[config.mk]
export PLATFORM = sky130hd
export DESIGN_NAME = core_idle_ctrl
export DESIGN_NICKNAME = d
export VERILOG_FILES = /design/src/rtl/core_idle_pkg.sv /design/src/rtl/core_idle_halt_track.sv /design/src/rtl/core_idle_fsm.sv /design/src/rtl/core_idle_hist.sv /design/src/rtl/core_idle_resid.sv /design/src/rtl/core_idle_ctrl.sv
export SDC_FILE = /design/constraint.sdc
export NUM_CORES = 1
export LEC_CHECK = 0
export ABC_AREA = 1
export BUFFER_PORTS_ARGS = -buffer_cell sky130_fd_sc_hd__clkbuf_2
export CAP_MARGIN = 20
export CORE_AREA = 2 2 168 170
export CTS_CLUSTER_SIZE = 16
export DETAILED_ROUTE_END_ITERATION = 8
export DIE_AREA = 0 0 170 172
export PLACE_DENSITY = 0.63
export SETUP_SLACK_MARGIN = 0.05
export SKIP_CTS_REPAIR_TIMING = 1
export SYNTH_ARGS = -nofsm -noshare
export SYNTH_HDL_FRONTEND = slang
export SYNTH_SLANG_ARGS = --single-unit
[constraint.sdc]
create_clock -name clk -period 5.8 [get_ports clk]
set_clock_uncertainty 0.2 [all_clocks]
set_input_delay 0.87 -clock clk [delete_from_list [all_inputs] [get_ports clk]]
set_output_delay 0.87 -clock clk [all_outputs]
set_load 0.02 [all_outputs]
[src/rtl/core_idle_pkg.sv]
package core_idle_pkg;

  typedef enum logic [1:0] {
    ST_ACT     = 2'b00,
    ST_LIGHT   = 2'b01,
    ST_DEEP    = 2'b10,
    ST_RESTORE = 2'b11
  } cstate_e;

  localparam logic [1:0] CODE_C0 = 2'b00;
  localparam logic [1:0] CODE_C1 = 2'b01;
  localparam logic [1:0] CODE_C6 = 2'b10;

  // restore window is still reported as deep idle
  function automatic logic [1:0] code_of(cstate_e s);
    case (s)
      ST_ACT:   return CODE_C0;
      ST_LIGHT: return CODE_C1;
      default:  return CODE_C6;
    endcase
  endfunction

endpackage

[src/rtl/core_idle_halt_track.sv]
module core_idle_halt_track #(
  parameter int THREADS = 4
) (
  input  logic               clk,
  input  logic               rst,
  input  logic [THREADS-1:0] halt_req,
  input  logic [THREADS-1:0] wake_req,
  input  logic               irq_req,
  output logic               all_halted
);

  logic [THREADS-1:0] halted_q;

  always_ff @(posedge clk) begin
    if (rst)          halted_q <= '0;
    else if (irq_req) halted_q <= '0;
    else              halted_q <= (halted_q | halt_req) & ~wake_req;
  end

  assign all_halted = &halted_q;

  assert_wake_wins_R3: assert property (@(posedge clk) disable iff (rst)
    1'b1 |=> ((halted_q & $past(wake_req)) == '0));

  assert_irq_clears_R3: assert property (@(posedge clk) disable iff (rst)
    irq_req |=> (halted_q == '0));

endmodule

[src/rtl/core_idle_fsm.sv]
module core_idle_fsm
  import core_idle_pkg::*;
#(
  parameter int RESTORE_CYC = 8,
  parameter int IRQ_W       = 16,
  parameter int AVG_W       = 16
) (
  input  logic             clk,
  input  logic             rst,
  input  logic             all_halted,
  input  logic [IRQ_W-1:0] irq_dist,
  input  logic [IRQ_W-1:0] irq_thresh,
  input  logic [AVG_W-1:0] est,
  input  logic [AVG_W-1:0] hist_thresh,
  output cstate_e          state_q,
  output logic             light_exit,
  output logic             clk_gate_en,
  output logic             pwr_gate_en
);

  localparam int RC_W = (RESTORE_CYC > 1) ? $clog2(RESTORE_CYC) : 1;
  localparam logic [RC_W-1:0] RC_LOAD = RC_W'(RESTORE_CYC - 1);

  cstate_e         state_d;
  logic [RC_W-1:0] rcnt_q;
  logic            deep_ok;

  assign deep_ok = (irq_dist > irq_thresh) && (est > hist_thresh);

  always_comb begin
    state_d = state_q;
    case (state_q)
      ST_ACT:     if (all_halted) state_d = ST_LIGHT;
      ST_LIGHT: begin
        if (!all_halted)  state_d = ST_ACT;
        else if (deep_ok) state_d = ST_DEEP;
      end
      ST_DEEP:    if (!all_halted) state_d = ST_RESTORE;
      ST_RESTORE: if (rcnt_q == '0) state_d = ST_ACT;
      default:    state_d = ST_ACT;
    endcase
  end

  assign light_exit = (state_q == ST_LIGHT) && (state_d != ST_LIGHT);

  always_ff @(posedge clk) begin
    if (rst) begin
      state_q     <= ST_ACT;
      rcnt_q      <= '0;
      clk_gate_en <= 1'b0;
      pwr_gate_en <= 1'b0;
    end else begin
      state_q     <= state_d;
      clk_gate_en <= (state_d != ST_ACT);
      pwr_gate_en <= (state_d == ST_DEEP);
      if (state_q != ST_RESTORE && state_d == ST_RESTORE) rcnt_q <= RC_LOAD;
      else if (state_q == ST_RESTORE && rcnt_q != '0)     rcnt_q <= rcnt_q - 1'b1;
    end
  end

  assert_pwr_implies_clk_R5: assert property (@(posedge clk) disable iff (rst)
    pwr_gate_en |-> clk_gate_en);

  assert_deep_entry_checks_R5: assert property (@(posedge clk) disable iff (rst)
    $rose(pwr_gate_en) |-> ($past(irq_dist > irq_thresh) && $past(est > hist_thresh)
                            && $past(state_q == ST_LIGHT)));

  assert_light_needs_halt_R4: assert property (@(posedge clk) disable iff (rst)
    (state_q == ST_LIGHT) |-> $past(all_halted));

  assert_active_holds_R2: assert property (@(posedge clk) disable iff (rst)
    (state_q == ST_ACT && !all_halted) |=> (state_q == ST_ACT && !clk_gate_en));

  assert_restore_gates_R6: assert property (@(posedge clk) disable iff (rst)
    (state_q == ST_RESTORE) |-> (clk_gate_en && !pwr_gate_en));

endmodule

[src/rtl/core_idle_hist.sv]
module core_idle_hist #(
  parameter int AVG_W     = 16,
  parameter int AVG_SHIFT = 2
) (
  input  logic             clk,
  input  logic             rst,
  input  logic             in_light,
  input  logic             light_exit,
  output logic [AVG_W-1:0] est_q
);

  localparam logic [AVG_W-1:0] LEN_MAX = '1;

  logic [AVG_W-1:0] len_q;
  logic [AVG_W-1:0] len_tot;
  logic [AVG_W-1:0] est_d;

  assign len_tot = (len_q == LEN_MAX) ? LEN_MAX : len_q + 1'b1;
  // cannot overflow: est - est/2^s + len/2^s stays within the width
  assign est_d   = est_q + (len_tot >> AVG_SHIFT) - (est_q >> AVG_SHIFT);

  always_ff @(posedge clk) begin
    if (rst) begin
      len_q <= '0;
      est_q <= '0;
    end else begin
      if (!in_light)             len_q <= '0;
      else if (len_q != LEN_MAX) len_q <= len_q + 1'b1;
      if (light_exit) est_q <= est_d;
    end
  end

  assert_est_only_on_exit_R7: assert property (@(posedge clk) disable iff (rst)
    !light_exit |=> $stable(est_q));

endmodule

[src/rtl/core_idle_resid.sv]
module core_idle_resid #(
  parameter int CNT_W = 32
) (
  input  logic                  clk,
  input  logic                  rst,
  input  logic                  tick,
  input  logic [1:0]            code,
  output logic [2:0][CNT_W-1:0] cnt_q
);

  for (genvar g = 0; g < 3; g++) begin : g_cnt
    always_ff @(posedge clk) begin
      if (rst) cnt_q[g] <= '0;
      else if (tick && code == 2'(g) && cnt_q[g] != '1) cnt_q[g] <= cnt_q[g] + 1'b1;
    end

    assert_sat_hold_R8: assert property (@(posedge clk) disable iff (rst)
      (cnt_q[g] == '1) |=> (cnt_q[g] == '1));

    assert_other_state_holds_R8: assert property (@(posedge clk) disable iff (rst)
      (code != 2'(g)) |=> $stable(cnt_q[g]));
  end

endmodule

[src/rtl/core_idle_ctrl.sv]
module core_idle_ctrl
  import core_idle_pkg::*;
#(
  parameter int THREADS     = 4,
  parameter int IRQ_W       = 16,
  parameter int AVG_W       = 16,
  parameter int AVG_SHIFT   = 2,
  parameter int RESTORE_CYC = 8,
  parameter int CNT_W       = 32
) (
  input  logic               clk,
  input  logic               rst,
  input  logic               tick,
  input  logic [THREADS-1:0] halt_req,
  input  logic [THREADS-1:0] wake_req,
  input  logic               irq_req,
  input  logic [IRQ_W-1:0]   irq_dist,
  input  logic [IRQ_W-1:0]   irq_thresh,
  input  logic [AVG_W-1:0]   hist_thresh,
  output logic               clk_gate_en,
  output logic               pwr_gate_en,
  output logic [1:0]         state_code,
  output logic [AVG_W-1:0]   idle_est,
  output logic [CNT_W-1:0]   res_c0,
  output logic [CNT_W-1:0]   res_c1,
  output logic [CNT_W-1:0]   res_c6
);

  logic                  all_halted;
  logic                  light_exit;
  cstate_e               state_q;
  logic [2:0][CNT_W-1:0] cnt;

  core_idle_halt_track #(.THREADS(THREADS)) u_halt (
    .clk(clk), .rst(rst), .halt_req(halt_req), .wake_req(wake_req),
    .irq_req(irq_req), .all_halted(all_halted)
  );

  core_idle_fsm #(.RESTORE_CYC(RESTORE_CYC), .IRQ_W(IRQ_W), .AVG_W(AVG_W)) u_fsm (
    .clk(clk), .rst(rst), .all_halted(all_halted), .irq_dist(irq_dist),
    .irq_thresh(irq_thresh), .est(idle_est), .hist_thresh(hist_thresh),
    .state_q(state_q), .light_exit(light_exit),
    .clk_gate_en(clk_gate_en), .pwr_gate_en(pwr_gate_en)
  );

  core_idle_hist #(.AVG_W(AVG_W), .AVG_SHIFT(AVG_SHIFT)) u_hist (
    .clk(clk), .rst(rst), .in_light(state_q == ST_LIGHT),
    .light_exit(light_exit), .est_q(idle_est)
  );

  assign state_code = code_of(state_q);

  core_idle_resid #(.CNT_W(CNT_W)) u_resid (
    .clk(clk), .rst(rst), .tick(tick), .code(state_code), .cnt_q(cnt)
  );

  assign res_c0 = cnt[0];
  assign res_c1 = cnt[1];
  assign res_c6 = cnt[2];

endmodule

### Yosys cells after proc, flatten, opt, wreduce, memory -nomap -nowiden

Index checks and enable logic that the tools add are counted.

* muxes and demuxes: 10
* add/sub/neg operators: 7
* order comparisons: 2
* eq/ne operators: 14
* reduce and logical (&&, ||, !) cells: 19
* bitwise operators: 4

Operators with widths (number)
* $add 32x1->32 const B: 3
* $ne 32x32->1 const B: 3
* $gt 16x16->1: 2
* $add 16x1->16 const B: 1
* $add 16x14->16: 1
* $eq 16x16->1 const B: 1
* $mux 16: 1
* $ne 16x16->1 const B: 1
* $sub 16x14->16: 1
* $eq 2x2->1 const B: 5
* $logic_and 1x1->1: 10
* $mux 2: 5
* $pmux 2 s4: 1
* $mux 3: 2
* $and 4x4->4: 1
* $eq 2x1->1 const B: 2
* $logic_not 2->1: 2
* $not 4->4: 1
* $or 4x4->4: 1
* $pmux 2 s2: 1
* $reduce_and 4->1: 1
* $reduce_bool 2->1: 2
* $reduce_or 2->1: 2
* $logic_not 3->1: 1
* 5 further kinds: 5

* output and inout bits: 116
* word-level logic and storage cells: 66
* register bits: 139

### Depth between registers and ports, before layout

Gate-level depths: netlist of the first run.

* word-level depth: 8
* gate-level depth with buffers: 23
* mapped depth without buffers: 23

### Modules after synthesis

Synthesis of the first run repeated with hierarchy kept, for this count alone.

* cell total of the unflattened synthesis: 1625
* area, all modules: 10146.0 um2

By module, submodules not included
* core_idle_resid: area an instance 5985.7 um2, cells an instance 979, instances 1
* core_idle_hist: area an instance 2788.9 um2, cells an instance 439, instances 1
* core_idle_fsm: area an instance 1209.9 um2, cells an instance 184, instances 1
* core_idle_halt_track: area an instance 150.1 um2, cells an instance 20, instances 1
* core_idle_ctrl: area an instance 11.3 um2, cells an instance 3, instances 1

### Least setup slack after synthesis of the first run

No wires, ideal clock.

* path kind: register to register
* start point: register u_hist.len_q[0]
* end point: register u_hist.est_q[13]
* setup slack: 2.289 ns
* cell stages (with the launch flop): 20
* library setup time: 0.113 ns
* arrival: 3.198 ns
* required time: 5.487 ns
* path through: dfxtp_1 -> ha_1 -> nand3_1 -> nor4_1 -> nand3_1 -> clkbuf_1 -> nand2_1 -> fa_1 -> ha_1 -> nand2_1 -> o21ai_0 -> nand3_1 -> nand3b_1 -> nand2_1 -> inv_1 -> nor2_1 -> nand2_1 -> nand2_1 -> nor2_1 -> nor2_1

* word-level cells in the longest chain between the ends: 4

RTL lines
* start: declaration: line core_idle_hist.sv:14 `logic [AVG_W-1:0] len_q;`
* start signal: assignment: line core_idle_hist.sv:28 `else if (len_q != LEN_MAX) len_q <= len_q + 1'b1;`
* $add 16x1->16 or $eq 16x16->1 (tied branches): line core_idle_hist.sv:18 `assign len_tot = (len_q == LEN_MAX) ? LEN_MAX : len_q + 1'b1;`
* $mux 16 (*): line core_idle_hist.sv:18
* $add 16x14->16 (*): line core_idle_hist.sv:20 `assign est_d = est_q + (len_tot >> AVG_SHIFT) - (est_q >> AVG_SHIFT);`
* $sub 16x14->16 (*): line core_idle_hist.sv:20
* end signal: assignment: line core_idle_hist.sv:29 `if (light_exit) est_q <= est_d;`
* end: declaration: line core_idle_hist.sv:9 `output logic [AVG_W-1:0] est_q`

Mark *: on every way between the ends. The rest lies on a longest branch, timed or not.
A chain may end at the register's enable or synchronous reset.

### Worst setup path after layout of the first run

Ends and elaborated chain as after synthesis.

==> flow_summary_export.csv, run 1 <==
group,metric,value,unit
status,status,"complete, no violations",
hold_path,hp-class,"register to register",
die,coreArea,0.02748,sq mm
setup_path,critPathSlowestCell,"nand3_1",
timing,period_needed,4.235,ns
power,power_density,192.0,mW/mm^2
detailed_routing,dr_wl_met3,1438,um
timing,max_slew_margin,42.17,%
layout,layout-drive-gt1-share,14.83,%
setup_path,r2r_cells,20,
layout,nFillCells,2947,
detailed_routing,wl,26970,um
setup_path,worstPathArrival,4.34,ns
synth,synth_edf_count,0,
detailed_routing,vias,9604,
clocking,path_clk_slew,0.06,ns
setup_path,crit_cells,20,
layout,regArea,0.002783,sq mm
global_routing,grt_overflow_total,0,
setup_path,cpMostUsedCell,"nand2_1",
power,p_total,2.160,mW
synth,ys_ff_latch,139,
timing,achievable-frequency,236.1,MHz
setup_path,worst_setup_path_end_kind,"register",
place,globalplace.congestion,0.9712,
timing,worst-slew-pin-transition,0.8654,ns
synth,async_flop_share,0,%
setup_path,path_class,"register to register",
timing,setup_tns,0,ns
detailed_routing,drt_first_pass_iters,5,
synth,syn_nets,1562,
timing,hold_viol,0,
place,io_buffers,175,
synth,synth_cell_types,41,
place,hpwl,20870,um
clocking,cts_buffers,17,
detailed_routing,top_layer,"met4",
synth,synth-main-ff-cell,"dfxtp_1",
setup_path,critPathTopFamily,"simple AND/OR/NAND/NOR gates",
detailed_routing,wl_per_cell,13.83,um
synth,synthTopCellsByCount,"nand2_1 (422), inv_1 (154), nor2_1 (147)",
synth,synthTopCellsByArea,"dfxtp_1 (29%), nand2_1 (17%), a21oi_1 (7.6%), ha_1 (7.2%), inv_1 (6.1%)",
detailed_routing,ant_nets,0,
synth,syn_area_per_cell,6.640,sq um
setup_path,slowest_delay,0.55,ns
global_routing,grt_max_degree,64,
setup_path,cp-start-kind,"register",
synth,yosysWarnings,0,
layout,multiInputGateArea,0.005943,sq mm
synth,synthMostInstantiatedCell,"nand2_1",
flow_run,max-cap-violations,0,
detailed_routing,drt_first_iter_violations,605,
setup_path,cp_num_buf_inv,3,
timing,grt_setup_unrepaired,"false",
global_routing,grt_pass1_vias,8862,
power,p_leak,4.905,nW
synth,synthesis.area,0.009515,sq mm
setup_path,crit_chain,"ha_1 -> nand3_1 -> nor4_1 -> nand3_1 -> inv_1 -> or2_2 -> fa_1 -> ha_1 -> inv_1 -> o21ai_0 -> nand2_1 -> nand2_1 -> nand3b_1 -> nand2_1 -> inv_1 -> nor2_1 -> nand2_1 -> nand2_1 -> nor2_1 -> nor2_1",
timing,slew_violations,0,
die,start_util,34.63,%
setup_path,r2r_start,"u_hist.len_q[0]",
clocking,clk_latency,0.42,ns
global_routing,grt_usage,18.67,%
detailed_routing,drcViolationCount,0,
clocking,h-tree-depth,4,
place,pre_cts_ws,1.607,ns
layout,antenna_cells,0,
die,die-area,0.02924,sq mm
synth,synth_top_area_cell,"dfxtp_1",
detailed_routing,wl_met2,11900,um
die,die_w,170,um
clocking,cts_tree,"done",
setup_path,crit-reg2reg-capture,"u_hist.est_q[13]",
die,rows,61,
setup_path,critPathCapture,"u_hist.est_q[13]",
power,vdd_drop_max,0.1326,mV
setup_path,critPathLaunch,"u_hist.len_q[0]",
synth,synth.top_cell.area_share,29.24,%
timing,finalSetupViolCount,0,
synth,seq_area_frac_synth,29.24,%
clocking,clock-sinks,139,
synth,synthCells,1433,
die,die_y,172,um
clocking,root_buffer,"clkbuf_16",
setup_path,path_max_fanout,15,
clocking,clock_path_buffers,2,
global_routing,grt_first_pass_wirelength,44080,um
layout,nNetsFinal,1721,
timing,setup_slack,1.565,ns
setup_path,cp.required,5.90,ns
global_routing,antenna_found_initial,0,
die,io_pins,176,
hold_path,min_from,"u_hist.est_q[0]",
layout,areaGrowthSynthToFinish,18.19,%
detailed_routing,vias_per_cell,4.923,
timing,fin_crit_sh,73.02,%
detailed_routing,wl_met1,13180,um
setup_path,reg2reg_setup_slack,1.56,ns
==> how the worst min path moves through the flow <==
stage          cells after the start               to  slack [ns]
6_report                           2  u_hist.est_q[0]        0.28
5_1_grt                            2  u_hist.est_q[0]        0.30
4_1_cts                            2  u_hist.est_q[0]        0.28
3_5_place_dp                       2  u_hist.est_q[0]        0.27
3_3_place_gp                       2  u_hist.est_q[0]        0.27
2_1_floorplan                      2  u_hist.len_q[1]        0.26
==> through the flow <==
stage | hold WS [ns] | std cells | area, sq um | utilization (%)
after floorplan | 0.2574 | 1433 | 9515 | -
after CTS | 0.2835 | 1951 | 11250 | 40.93
final | 0.2786 | 1951 | 11250 | 40.93
after global placement | 0.2705 | 1919 | 10660 | 38.79
after detailed placement | 0.2728 | 1919 | 10660 | 38.79
after global routing | 0.2965 | 1951 | 11250 | 40.93
==> final cells by class <==
cell class	instances	share of cell area [%]
multi-input cells	1097	52.85
flip-flops and latches	139	24.74
repair buffers	179	8.055
inverters	158	5.274
well taps	346	3.850
clock buffers	18	3.816
clock inverters	14	1.413
==> layer usage <==
metal	GRT usage (%)	up-vias
li1	-	4936
met1	25.35	4374
met5	0	-
met4	5.425	0
met3	3.616	32
met2	30.19	262
==> power breakdown <==
group	internal, mW	switching [mW]
logic	0.0354	0.0562
clock network	0.643	0.465
registers	0.956	0.00324
total	1.64	0.524
==> worst reg2reg max path: cells and delay by family (launching register included) <==
kind	cells	cell delay (ns)
fa+ha+maj	3	0.99
simple gates	13	1.95
flops	1	0.37
buf+inv	3	0.42
compound gates	1	0.21
==> cells in the final DEF, fill, tap and decap left out, types with 4 or more instances in the layout <==
cell | Yosys | final
ha_1 | 55 | 55
inv_1 | 154 | 154
xor2_1 | 58 | 58
o21bai_1 | 6 | 6
inv_2 | 4 | 4
nor2_1 | 147 | 147
or2_2 | 4 | 4
nand2_2 | 4 | 4
fa_1 | 14 | 14
xnor2_1 | 36 | 36
buf_4 | 6 | 4
a21oi_1 | 145 | 145
clkinvlp_4 | 0 | 4
nand3_1 | 59 | 59
dfxtp_1 | 139 | 139
nand2_1 | 422 | 422
clkbuf_2 | 0 | 174
inv_6 | 0 | 5
o21ai_0 | 27 | 27
nor4_1 | 11 | 11
nand4_1 | 29 | 29
clkbuf_16 | 0 | 17
nor3_2 | 5 | 5
nor2_2 | 4 | 4
nor3_1 | 43 | 43
==> state kept, by name (all words and copies together), names as in the netlist <==
| register | flops |
|---|---|
| u_fsm.clk_gate_en | 1 |
| u_fsm.pwr_gate_en | 1 |
| u_fsm.rcnt_q | 3 |
| u_fsm.state_q | 2 |
| u_halt.halted_q | 4 |
| u_hist.est_q | 16 |
| u_hist.len_q | 16 |
| u_resid.cnt_q | 96 |
==> kinds of logic (layout without fill, tap and decap cells) <==
logic type	Yosys count	in the layout	share of synthesized area, %
AOI/OAI and AO/OA	191	191	10.49
xor gates and xnor gates	94	94	8.652
adders and majority gates	69	69	10.18
buffers and inverters	197	369	8.297
DFF	139	139	29.24
and+or+nand+nor	743	743	33.14
Note: power is estimated with default switching activity, not from simulation.
==> run 2: changes to the inputs <==
==> constraint.sdc (replaced) <==
create_clock -name clk -period 4.4 [get_ports clk]
set_clock_uncertainty 0.2 [all_clocks]
set_input_delay 0.66 -clock clk [delete_from_list [all_inputs] [get_ports clk]]
set_output_delay 0.66 -clock clk [all_outputs]
set_load 0.02 [all_outputs]
==> run 2 against run 1 <==
Routed wire length decreased by 0.21%. First-iteration DRC count is 6.6% lower. Utilization increased by 0.064 points. Global-route usage is 0.14 points lower. Critical path depth shrank 1. Hold slack worse by 0.080 ns. Register-to-register slack worse by 1.0 ns. Die area stayed put. Final area rose by 0.16%. Combinational power increased by 32%. Critical endpoint unchanged. Largest cell class unchanged.
==> flow_summary_export.csv, run 2 (synthesized netlist as in run 1, its figures left out) <==
group,metric,value,unit
timing,setup_tns,0,ns
power,vdd_drop_max,0.1722,mV
timing,worst-slew-pin-transition,0.7572,ns
die,start_util,34.63,%
layout,layout-drive-gt1-share,15.00,%
timing,hold_viol,0,
power,p_seq_share,44.5,%
power,p_leak,4.925,nW
clocking,cts_buffers,17,
layout,nNetsFinal,1723,
die,io_pins,176,
timing,slew_violations,0,
status,status,"complete, no violations",
layout,reg.largest.list,"u_resid.cnt_q (96), u_hist.est_q (16), u_hist.len_q (16)",
flow_run,max-cap-violations,0,
timing,period_needed,3.865,ns
setup_path,slowest_delay,0.42,ns
timing,finalSetupViolCount,0,
detailed_routing,drt_first_pass_iters,6,
place,io_buffers,175,
setup_path,path_max_fanout,14,
detailed_routing,wl,26920,um
setup_path,worstPathArrival,3.98,ns
layout,top_register,"u_resid.cnt_q",
clocking,clock-sinks,139,
layout,layout_common_cells,"nand2_1 (422), clkbuf_2 (174), inv_1 (154)",
layout,fin_util,40.99,%
global_routing,grt_usage,18.54,%
place,hpwl,20760,um
power,p_comb_share,4.3,%
clocking,clock_path_buffers,2,
detailed_routing,vias,9550,
timing,grt_setup_unrepaired,"false",
setup_path,cp_num_buf_inv,2,
die,die_y,172,um
setup_path,path_class,"register to register",
clocking,h-tree-depth,4,
setup_path,critPathTopFamily,"simple AND/OR/NAND/NOR gates",
clocking,clk_latency,0.43,ns
detailed_routing,wl_met2,12070,um
detailed_routing,dr_wl_met3,1625,um
place,globalplace.congestion,0.9547,
detailed_routing,drcViolationCount,0,
clocking,path_clk_slew,0.07,ns
clocking,cts_tree,"done",
setup_path,cp.required,4.51,ns
layout,areaGrowthSynthToFinish,18.37,%
die,die_w,170,um
power,swShare,26.97,%
setup_path,worst_setup_path_end_kind,"register",
timing,achievable-frequency,258.7,MHz
hold_path,hp-class,"input pin to register",
detailed_routing,drt_first_iter_violations,565,
power,power_density,252.4,mW/mm^2
setup_path,cpMostUsedCell,"nand2_1",
detailed_routing,vias_per_cell,4.890,
place,placed_cell_area,0.01067,sq mm
power,pwr-share-clk,51.3,%
die,rows,61,
place,placedCellCount,1921,
global_routing,grt_overflow_total,0,
timing,max_slew_margin,49.46,%
global_routing,grt_max_degree,63,
detailed_routing,top_layer,"met4",
die,coreArea,0.02748,sq mm
power,p_switching,0.7667,mW
layout,fin_area,0.01126,sq mm
detailed_routing,wl_per_cell,13.78,um
global_routing,antenna_found_initial,0,
global_routing,grt_first_pass_wirelength,43660,um
layout,antenna_cells,0,
timing,fin_crit_sh,87.84,%
detailed_routing,wl_met1,12930,um
layout,fin_cells,1953,
die,die-area,0.02924,sq mm
setup_path,crit_chain,"ha_1 -> nand3_1 -> nor4_1 -> nand3_1 -> buf_4 -> nand2_1 -> fa_1 -> ha_1 -> nand2_1 -> o21ai_0 -> nand3_1 -> nand3b_1 -> nand2_1 -> inv_1 -> nor2_1 -> nand2_1 -> nand2_1 -> nor2_1 -> nor2_1",
detailed_routing,ant_nets,0,
power,internal-power,2.076,mW
layout,largest_reg_flops,96,
setup_path,critPathSlowestCell,"fa_1",
global_routing,grt_pass1_vias,8743,
layout,layout_commonest_cell,"nand2_1",
setup_path,cp-start-kind,"register",
clocking,root_buffer,"clkbuf_16",
## run 2: cell count changes in the layout (fill, tap and decap cells not counted), moves of 2 or more
cell,change
buf_4,+2
clkinv_8,+2
bufinv_16,-2
clkinvlp_4,-3
inv_8,+4
## run 2: worst register-to-register path, cell delays in order (launching register included)
cell and delay, ns:
dfxtp_1 0.37, ha_1 0.20, nand3_1 0.16, nor4_1 0.33, nand3_1 0.16, buf_4 0.22
nand2_1 0.09, fa_1 0.42, ha_1 0.38, nand2_1 0.09, o21ai_0 0.41, nand3_1 0.13
nand3b_1 0.17, nand2_1 0.07, inv_1 0.08, nor2_1 0.05, nand2_1 0.05, nand2_1 0.05
nor2_1 0.09, nor2_1 0.06
## run 2: power groups by stage
| stage | combinational [mW] | sequential (mW) | clock (mW) |
|---|---|---|---|
| floorplan | 0.0725 | 1.29 | 0 |
| global placement | 0.121 | 1.29 | 0 |
| detailed placement | 0.123 | 1.29 | 0 |
| CTS | 0.124 | 1.26 | 1.50 |
| global route | 0.140 | 1.26 | 1.56 |
| finish | 0.121 | 1.26 | 1.46 |
## run 2: final cells by class
cell class                      instances  area [sq um]
Sequential cell                       139          2783
Clock buffer                           17         425.4
Tap cell                              346         432.9
Multi-Input combinational cell       1097          5943
Inverter                              158         593.1
Fill cell                            2982         16210
Clock inverter                         15         165.2
Timing Repair Buffer                  181         920.9
## run 2: final timing paths
path,from,end,slack [ns],cells past startpoint
worst min register to register,u_resid.cnt_q[63],u_resid.cnt_q[63],0.29,2
worst min-delay path,wake_req[2],u_halt.halted_q[2],0.20,2
worst max register to register,u_hist.len_q[0],u_hist.est_q[13],0.54,19
worst max-delay path,u_hist.len_q[0],u_hist.est_q[13],0.54,19
## run 2: through the flow
step           setup slack (ns)  power, mW  hold slack, ns
2_1_floorplan            0.8885      1.366          0.2574
3_3_place_gp             0.7151      1.414          0.2717
3_5_place_dp             0.5830      1.416          0.2789
4_1_cts                  0.5543      2.891          0.1737
5_1_grt                  0.1196      2.966          0.1751
6_report                 0.5350      2.843          0.1991
## run 2: metal layers
layer | track usage, % | up-vias
li1 | - | 4926
met1 | 25.24 | 4303
met2 | 30.15 | 293
met3 | 3.616 | 28
met4 | 4.794 | 0
met5 | 0 | -
